File: config.mk
export PLATFORM = sky130hd
export DESIGN_NAME = edge_watch_bank
export DESIGN_NICKNAME = d
export VERILOG_FILES = /design/src/rtl/edge_watch_bank.sv
export SDC_FILE = /design/constraint.sdc
export NUM_CORES = 2
export LEC_CHECK = 0
export CAP_MARGIN = 40
export CORE_AREA = 2 2 521 523
export CTS_CLUSTER_SIZE = 20
export DETAILED_ROUTE_END_ITERATION = 12
export DIE_AREA = 0 0 523 525
export HOLD_SLACK_MARGIN = 0.08
export PLACE_DENSITY = 0.43
export REMOVE_ABC_BUFFERS = 1
export SKIP_CTS_REPAIR_TIMING = 1
export SLEW_MARGIN = 0
export SYNTH_ARGS = -nofsm -noshare
export SYNTH_HDL_FRONTEND = slang
export SYNTH_SLANG_ARGS = --single-unit
File: constraint.sdc
create_clock -name clk -period 6.55 [get_ports clk]
set_clock_uncertainty 0.05 [all_clocks]
set_input_delay 1.31 -clock clk [delete_from_list [all_inputs] [get_ports clk]]
set_output_delay 1.31 -clock clk [all_outputs]
set_load 0.01 [all_outputs]
File: src/rtl/edge_watch_bank.sv
module edge_watch_bank #(
  parameter int          LINES    = 256,
  parameter logic [11:0] CTL_BASE = 12'h808,
  parameter logic [11:0] MSK_BASE = 12'h848
) (
  input  logic             clk,
  input  logic             rst_n,
  input  logic [LINES-1:0] lines_i,
  input  logic             reg_we,
  input  logic [11:0]      reg_addr,
  input  logic [31:0]      reg_wdata,
  output logic [31:0]      reg_rdata,
  output logic [LINES-1:0] evt_o,
  output logic             evt_any_o
);
  localparam int          CTL_WORDS = (LINES + 15) / 16;
  localparam int          MSK_WORDS = (LINES + 31) / 32;
  localparam logic [11:0] CTL_END   = 12'(int'(CTL_BASE) + 4 * CTL_WORDS);
  localparam logic [11:0] MSK_END   = 12'(int'(MSK_BASE) + 4 * MSK_WORDS);

  logic [31:0] ctl_q [CTL_WORDS];
  logic [31:0] msk_q [MSK_WORDS];
  logic [2*LINES-1:0] mode_flat;
  logic [LINES-1:0]   mask_flat;
  logic [LINES-1:0]   cur_q, prev_q, evt_q, hit;

  logic [11:0] ctl_off, msk_off;
  logic [9:0]  ctl_idx, msk_idx;
  logic        ctl_hit, msk_hit;

  assign ctl_off = reg_addr - CTL_BASE;
  assign msk_off = reg_addr - MSK_BASE;
  assign ctl_idx = ctl_off[11:2];
  assign msk_idx = msk_off[11:2];
  assign ctl_hit = (reg_addr >= CTL_BASE) && (reg_addr < CTL_END) && (reg_addr[1:0] == 2'b00);
  assign msk_hit = (reg_addr >= MSK_BASE) && (reg_addr < MSK_END) && (reg_addr[1:0] == 2'b00);

  always_ff @(posedge clk) begin
    if (!rst_n) begin
      for (int w = 0; w < CTL_WORDS; w++) ctl_q[w] <= '0;
      for (int w = 0; w < MSK_WORDS; w++) msk_q[w] <= '0;
    end else if (reg_we) begin
      for (int w = 0; w < CTL_WORDS; w++)
        if (ctl_hit && ctl_idx == 10'(w)) ctl_q[w] <= reg_wdata;
      for (int w = 0; w < MSK_WORDS; w++)
        if (msk_hit && msk_idx == 10'(w)) msk_q[w] <= reg_wdata;
    end
  end

  always_comb begin
    reg_rdata = '0;
    for (int w = 0; w < CTL_WORDS; w++)
      if (ctl_hit && ctl_idx == 10'(w)) reg_rdata = ctl_q[w];
    for (int w = 0; w < MSK_WORDS; w++)
      if (msk_hit && msk_idx == 10'(w)) reg_rdata = msk_q[w];
  end

  for (genvar r = 0; r < LINES; r++) begin : g_line
    assign mode_flat[2*r +: 2] = ctl_q[r/16][(r%16)*2 +: 2];
    assign mask_flat[r]        = msk_q[r/32][r%32];
  end

  always_comb begin
    for (int r = 0; r < LINES; r++) begin
      case (mode_flat[2*r +: 2])
        2'b00:   hit[r] = ~prev_q[r] &  cur_q[r];
        2'b01:   hit[r] =  prev_q[r] & ~cur_q[r];
        2'b10:   hit[r] =  prev_q[r] ^  cur_q[r];
        default: hit[r] = 1'b0;
      endcase
      if (mask_flat[r]) hit[r] = 1'b0;
    end
  end

  always_ff @(posedge clk) begin
    if (!rst_n) begin
      cur_q  <= lines_i;
      prev_q <= lines_i;
      evt_q  <= '0;
    end else begin
      cur_q  <= lines_i;
      prev_q <= cur_q;
      evt_q  <= hit;
    end
  end

  assign evt_o     = evt_q;
  assign evt_any_o = |evt_q;
endmodule

Word level (Yosys, flattened, before mapping)
Memories as Yosys holds them, arrays and structs flattened.
Cells that the tools add are included.
{"block": "totals", "ff_bits": 768, "ramBits": 768, "inputBits": 303, "output_inout_bits": 289, "elab_cells": 3051, "n_memories": 2}
{"memory": "ctl_q", "words": 16, "word_bits": 32, "read_ports": 16, "rd_clocked_by_memory_dff": 0, "wr": 16, "line": "21", "rtl": "logic [31:0] ctl_q [CTL_WORDS];"}
{"memory": "msk_q", "words": 8, "word_bits": 32, "read_ports": 8, "rd_clocked_by_memory_dff": 0, "wr": 8, "line": "22", "rtl": "logic [31:0] msk_q [MSK_WORDS];"}
{"block": "op_classes", "n_addsub": 2, "order_cmp": 4, "eq_ne": 534, "n_mux": 402, "bitwise_logic": 1305, "reduce_logical": 544}
{"operator": "$mux W32", "count": 48}
{"operator": "$pmux W1 S3", "count": 256}
{"operator": "$logic_not A2 Y1", "count": 257}
{"operator": "$not A1 Y1", "count": 513}
{"operator": "$and A1 B1 Y1", "count": 512}
{"operator": "$eq A2 B1 Y1 const B", "count": 256}
{"operator": "$eq A2 B2 Y1 const B", "count": 256}
{"operator": "$reduce_or A2 Y1", "count": 256}
{"operator": "$mux W256", "count": 1}
{"operator": "$reduce_or A256 Y1", "count": 1}
{"operator": "$xor A1 B1 Y1", "count": 256}
{"operator": "$mux W1", "count": 97}
{"operator": "$eq A10 B3 Y1 const B", "count": 8}
{"operator": "$eq A10 B4 Y1 const B", "count": 8}
{"operator": "$eq A10 B2 Y1 const B", "count": 4}
{"operator": "$logic_and A1 B1 Y1", "count": 28}
{"operator": "$ge A12 B12 Y1 const B", "count": 2}
{"operator": "$lt A12 B12 Y1 const B", "count": 2}
{"operator": "$or A1 B1 Y1", "count": 24}
{"operator": "$sub A12 B12 Y12 const B", "count": 2}
{"operator": "$eq A10 B1 Y1 const B", "count": 2}
{"operator": "$logic_not A10 Y1", "count": 2}

Longest topological paths before layout
{"block": "depth", "ltp_word": 28, "ltp_mapped": 16, "mapped_depth_nobuf": 10}

Worst setup path after synthesis
OpenSTA, ideal clock, no wires.
{"block": "synth_path", "path_kind": "input-to-reg", "from": "input reg_addr[3]", "to": "memory msk_q[7][4], in the netlist msk_q[1][100] (enable)", "setup_time_ns": 0.470, "arrival_time_ns": 6.229, "path_slack_ns": -0.199, "path_stages": 12, "path_buffers": 6, "cell_sequence": "buf_2 clkinv_1 clkbuf_1 ha_1 buf_2 or3b_2 a21o_1 a211o_1 clkbuf_1 clkbuf_1 clkbuf_1 o31ai_1"}
{"element": "from (decl)", "line": "10", "rtl": "input logic [11:0] reg_addr,"}
{"element": "to (decl)", "line": "22"}

Final worst setup path
{"block": "layout_path", "from": "input reg_addr[4]", "to": "output reg_rdata[3]"}
{"block": "layout_via", "elab_chain_len": 28, "word_cells_on_any_way": 82, "classes_between": "add/sub (2); order compare (4); eq/ne (22); mux (24); reduce/logical (30)"}
{"element": "parallel branches: the longest is 27 deep, another holds $sub A12 B12 Y12"}
{"element": "$mux W32 *", "line": "55", "rtl": "if (msk_hit && msk_idx == 10'(w)) reg_rdata = msk_q[w];"}
{"element": "to (decl)", "line": "12", "rtl": "output logic [31:0] reg_rdata,"}
Mark *: on every way between the ends.

==> metrics.txt <==
CP max stage delay=620 ps; Critical Path AT=5210 ps; share of cells above drive strength 1=0.155; cells along the critical path=clkdlybuf4s50_1, buf_4, nor3_4, a31o_4, buf_12, nor4_2, buf_4, buf_4, buf_4, a222oi_1, o2111ai_1, o2111ai_1, a221oi_1, o22ai_1, buf_4; Synth Flop Type=edfxtp_1; failing checks=setup timing; Pins Over Slew Limit=0; cell family with most CP delay=compound AO/OA/AOI/OAI gates; largest net degree at the start of global routing=94; Worst R2R Setup Slack=4580 ps; synth warn=0; pre-CTS setup slack=-708 ps; Peak VDD IR=0.278 mV; TritonRoute pass-1 iters=6; Pleak=35.1 nW; wire per inst=30.5 um; Root Driver=clkbuf_16; Hold Path Stages=1; final setup fails=2; GRT Total Usage=0.228; FP Rows=191; Critical Path Most Common Cell=buf_4; library cells used by synthesis=77; Max-Cap Viols=0; PnR worst setup slack=-17.5 ps; Async SR Flop Fraction=0; Layout Nets=7634; Final Cycle Share=1.00; Seq/Total Area, Yosys=0.573; DR vias/cell=4.86; CTS H-tree lvls=4; vias in the first global route=48900; area grow syn2layout=29.3%; run status=finished with violations; Die X=523 um; register bit count reported by yosys=1536; core area=269000 um^2; Worst-Skew Late Latency=860 ps; Vias=51400; Synth Instances=5914; Port Buf Inserts=591; Cell Count, Final, Fillers Out=10600; Hold WS=389 ps; minimum clock period=6570 ps; ANT nets after route=0; CTS buffer count=180; Fmax=0.152 GHz; initial DRC count=5460; Stages on worst setup path=15; DIE HEIGHT=525 um; RePlAce Congestion=0.955; post-route DRC violation count=0; pwr/cell area=279 nW/um^2; post-DP HPWL=252 mm; Die ar.=275000 um^2; mapped cell area=67000 um^2; IO Count=592; average cell area after synthesis=11.3 um^2; CP required=5190 ps; Crit-path slowest cell=a222oi_1; placed cell count=10200; Worst setup SP type=input port; drt total wl=323 mm; first-pass GRT wire length=427 mm; Tightest Pin Transition=939 ps; Rel. slew slack=0.372; critical path class=input port to output port; clock-pin slew on the worst setup and hold paths=60 ps; Worst Setup End Kind=output port; Hold Violations, Final=0; Post-synth EDFFs=768; crit-path max FO=8; Initial Utilization=0.249; GR Overflow Total=0; CTS tree=done; worst r2r path cells=5; initial antenna violation count=67; Buf+Inv Stages, Crit Path=7; CTS sink cnt=1536; Worst Hold Class=flop to flop; Max clock buf depth=3; unrepaired setup endpoints after global routing=true
-- cell usage after synthesis (4+ instances only) --
cell type | number | share of area
a22oi_1 | 35 | 0.0039
clkbuf_1 | 206 | 0.012
a222oi_1 | 36 | 0.0054
a31oi_1 | 27 | 0.0025
nand2b_1 | 5 | 0.00047
ha_1 | 514 | 0.096
nor3b_1 | 256 | 0.029
inv_1 | 568 | 0.032
nor4b_1 | 4 | 0.00052
mux2_2 | 267 | 0.045
a211oi_1 | 15 | 0.0017
o22a_1 | 5 | 0.00065
a32o_1 | 6 | 0.00090
o22ai_1 | 54 | 0.0050
a221oi_1 | 28 | 0.0037
and2_1 | 6 | 0.00056
a21oi_1 | 368 | 0.027
o21ai_1 | 4 | 0.00030
mux4_2 | 19 | 0.0064
nor2_1 | 1105 | 0.062
o311a_1 | 4 | 0.00060
nand3_1 | 40 | 0.0030
o211ai_1 | 21 | 0.0024
a221o_1 | 23 | 0.0034
o221ai_1 | 27 | 0.0035
a21boi_0 | 6 | 0.00067
dfxtp_1 | 768 | 0.23
o2111ai_1 | 6 | 0.00078
nor3_1 | 29 | 0.0022
mux2i_1 | 269 | 0.040
buf_2 | 30 | 0.0022
nor4_1 | 74 | 0.0069
edfxtp_1 | 768 | 0.34
buf_1 | 16 | 0.00090
o21ai_0 | 60 | 0.0045
nand4_1 | 29 | 0.0027
or4_1 | 4 | 0.00045
a211o_1 | 4 | 0.00052
a22o_1 | 7 | 0.00091
nand2_1 | 145 | 0.0081
and3_1 | 5 | 0.00047
-- area by class of cell --
class	count	area [um^2]
inverters	569	2140
flip-flops and latches	1536	38400
repair buffers	976	9250
fillers	27200	183000
well taps	3570	4470
multi-input cells	3554	26100
clock buffers	264	5280
clock inverters	75	942
diodes	23	57.6
-- registers in the layout, summed over array words and instances (netlist names) --
| name | flops |
|---|---|
| msk_q | 256 |
| cur_q | 256 |
| evt_o | 256 |
| prev_q | 256 |
| ctl_q | 512 |
-- worst reg2reg max path: cells and delay by family (launching register included) --
family,cells,cell delay (ps)
flip-flops,1,350
AND/OR/NAND/NOR,2,850
adder cells (fa/ha/maj),1,290
buffers and inverters,1,50
AO/OA/AOI/OAI,1,180
-- final timing paths --
path | from | end
max | reg_addr[4] | reg_rdata[3]
min reg2reg | msk_q[1][104] | evt_o[232]
min | msk_q[1][104] | evt_o[232]
max reg2reg | cur_q[155] | evt_o[155]
-- power by group --
group	total [mW]	internal [mW]	switching, mW
Combinational	2.21	0.931	1.27
Clock	10.6	6.18	4.40
Sequential	11.4	10.7	0.689
-- metrics by stage --
| step | power [mW] | util | cell area [um^2] | setup TNS (ps) |
|---|---|---|---|---|
| after floorplan | 12.2 | - | 66000 | -250470 |
| after global placement | 13.7 | 0.296 | 79600 | -5400 |
| after detailed placement | 13.8 | 0.297 | 79900 | -5650 |
| after CTS | 24.4 | 0.320 | 86100 | -6260 |
| after global routing | 24.9 | 0.322 | 86600 | -25.1 |
| final | 24.2 | 0.322 | 86700 | -22.5 |
-- per-layer routing --
| layer | part of all wire | vias up | track usage |
|---|---|---|---|
| met4 | 0.035 | 42 | 0.0740 |
| met2 | 0.45 | 2279 | 0.356 |
| met5 | 0.00084 | - | 0 |
| li1 | - | 22600 | - |
| met3 | 0.083 | 408 | 0.0502 |
| met1 | 0.43 | 26100 | 0.311 |
-- cells in the final DEF, fill, tap and decap left out, types with 12 or more instances in the layout --
cell	n
dfxtp_1	768
mux2i_1	269
a221oi_1	27
a222oi_1	36
clkbuf_1	45
buf_4	343
ha_1	513
o22ai_2	12
nand4_1	29
bufinv_16	14
a22oi_1	35
o211ai_1	21
buf_12	31
o21ai_0	51
clkinv_2	28
diode_2	23
a21oi_1	355
nand3_1	40
clkdlybuf4s50_1	558
mux2_2	267
nand2_1	140
nor3_1	28
a31oi_1	25
nor2_1	1099
a21oi_2	12
clkbuf_16	187
nor4_1	61
a221o_1	23
o221ai_1	27
mux4_2	19
edfxtp_1	768
nor3b_1	254
a211oi_1	12
inv_1	567
clkbuf_8	31
o22ai_1	40
buf_2	14
-- kinds of logic after synthesis --
group | count (synthesis) | synth area share
adders and majority gates | 514 | 0.0959
buffers and inverters | 824 | 0.0469
DFF | 1536 | 0.573
xor gates and xnor gates | 2 | 0.000261
muxes | 555 | 0.0914
and+or+nand+nor | 1717 | 0.118
AOI/OAI and AO/OA | 766 | 0.0743
(Power assumes the default switching activity.)
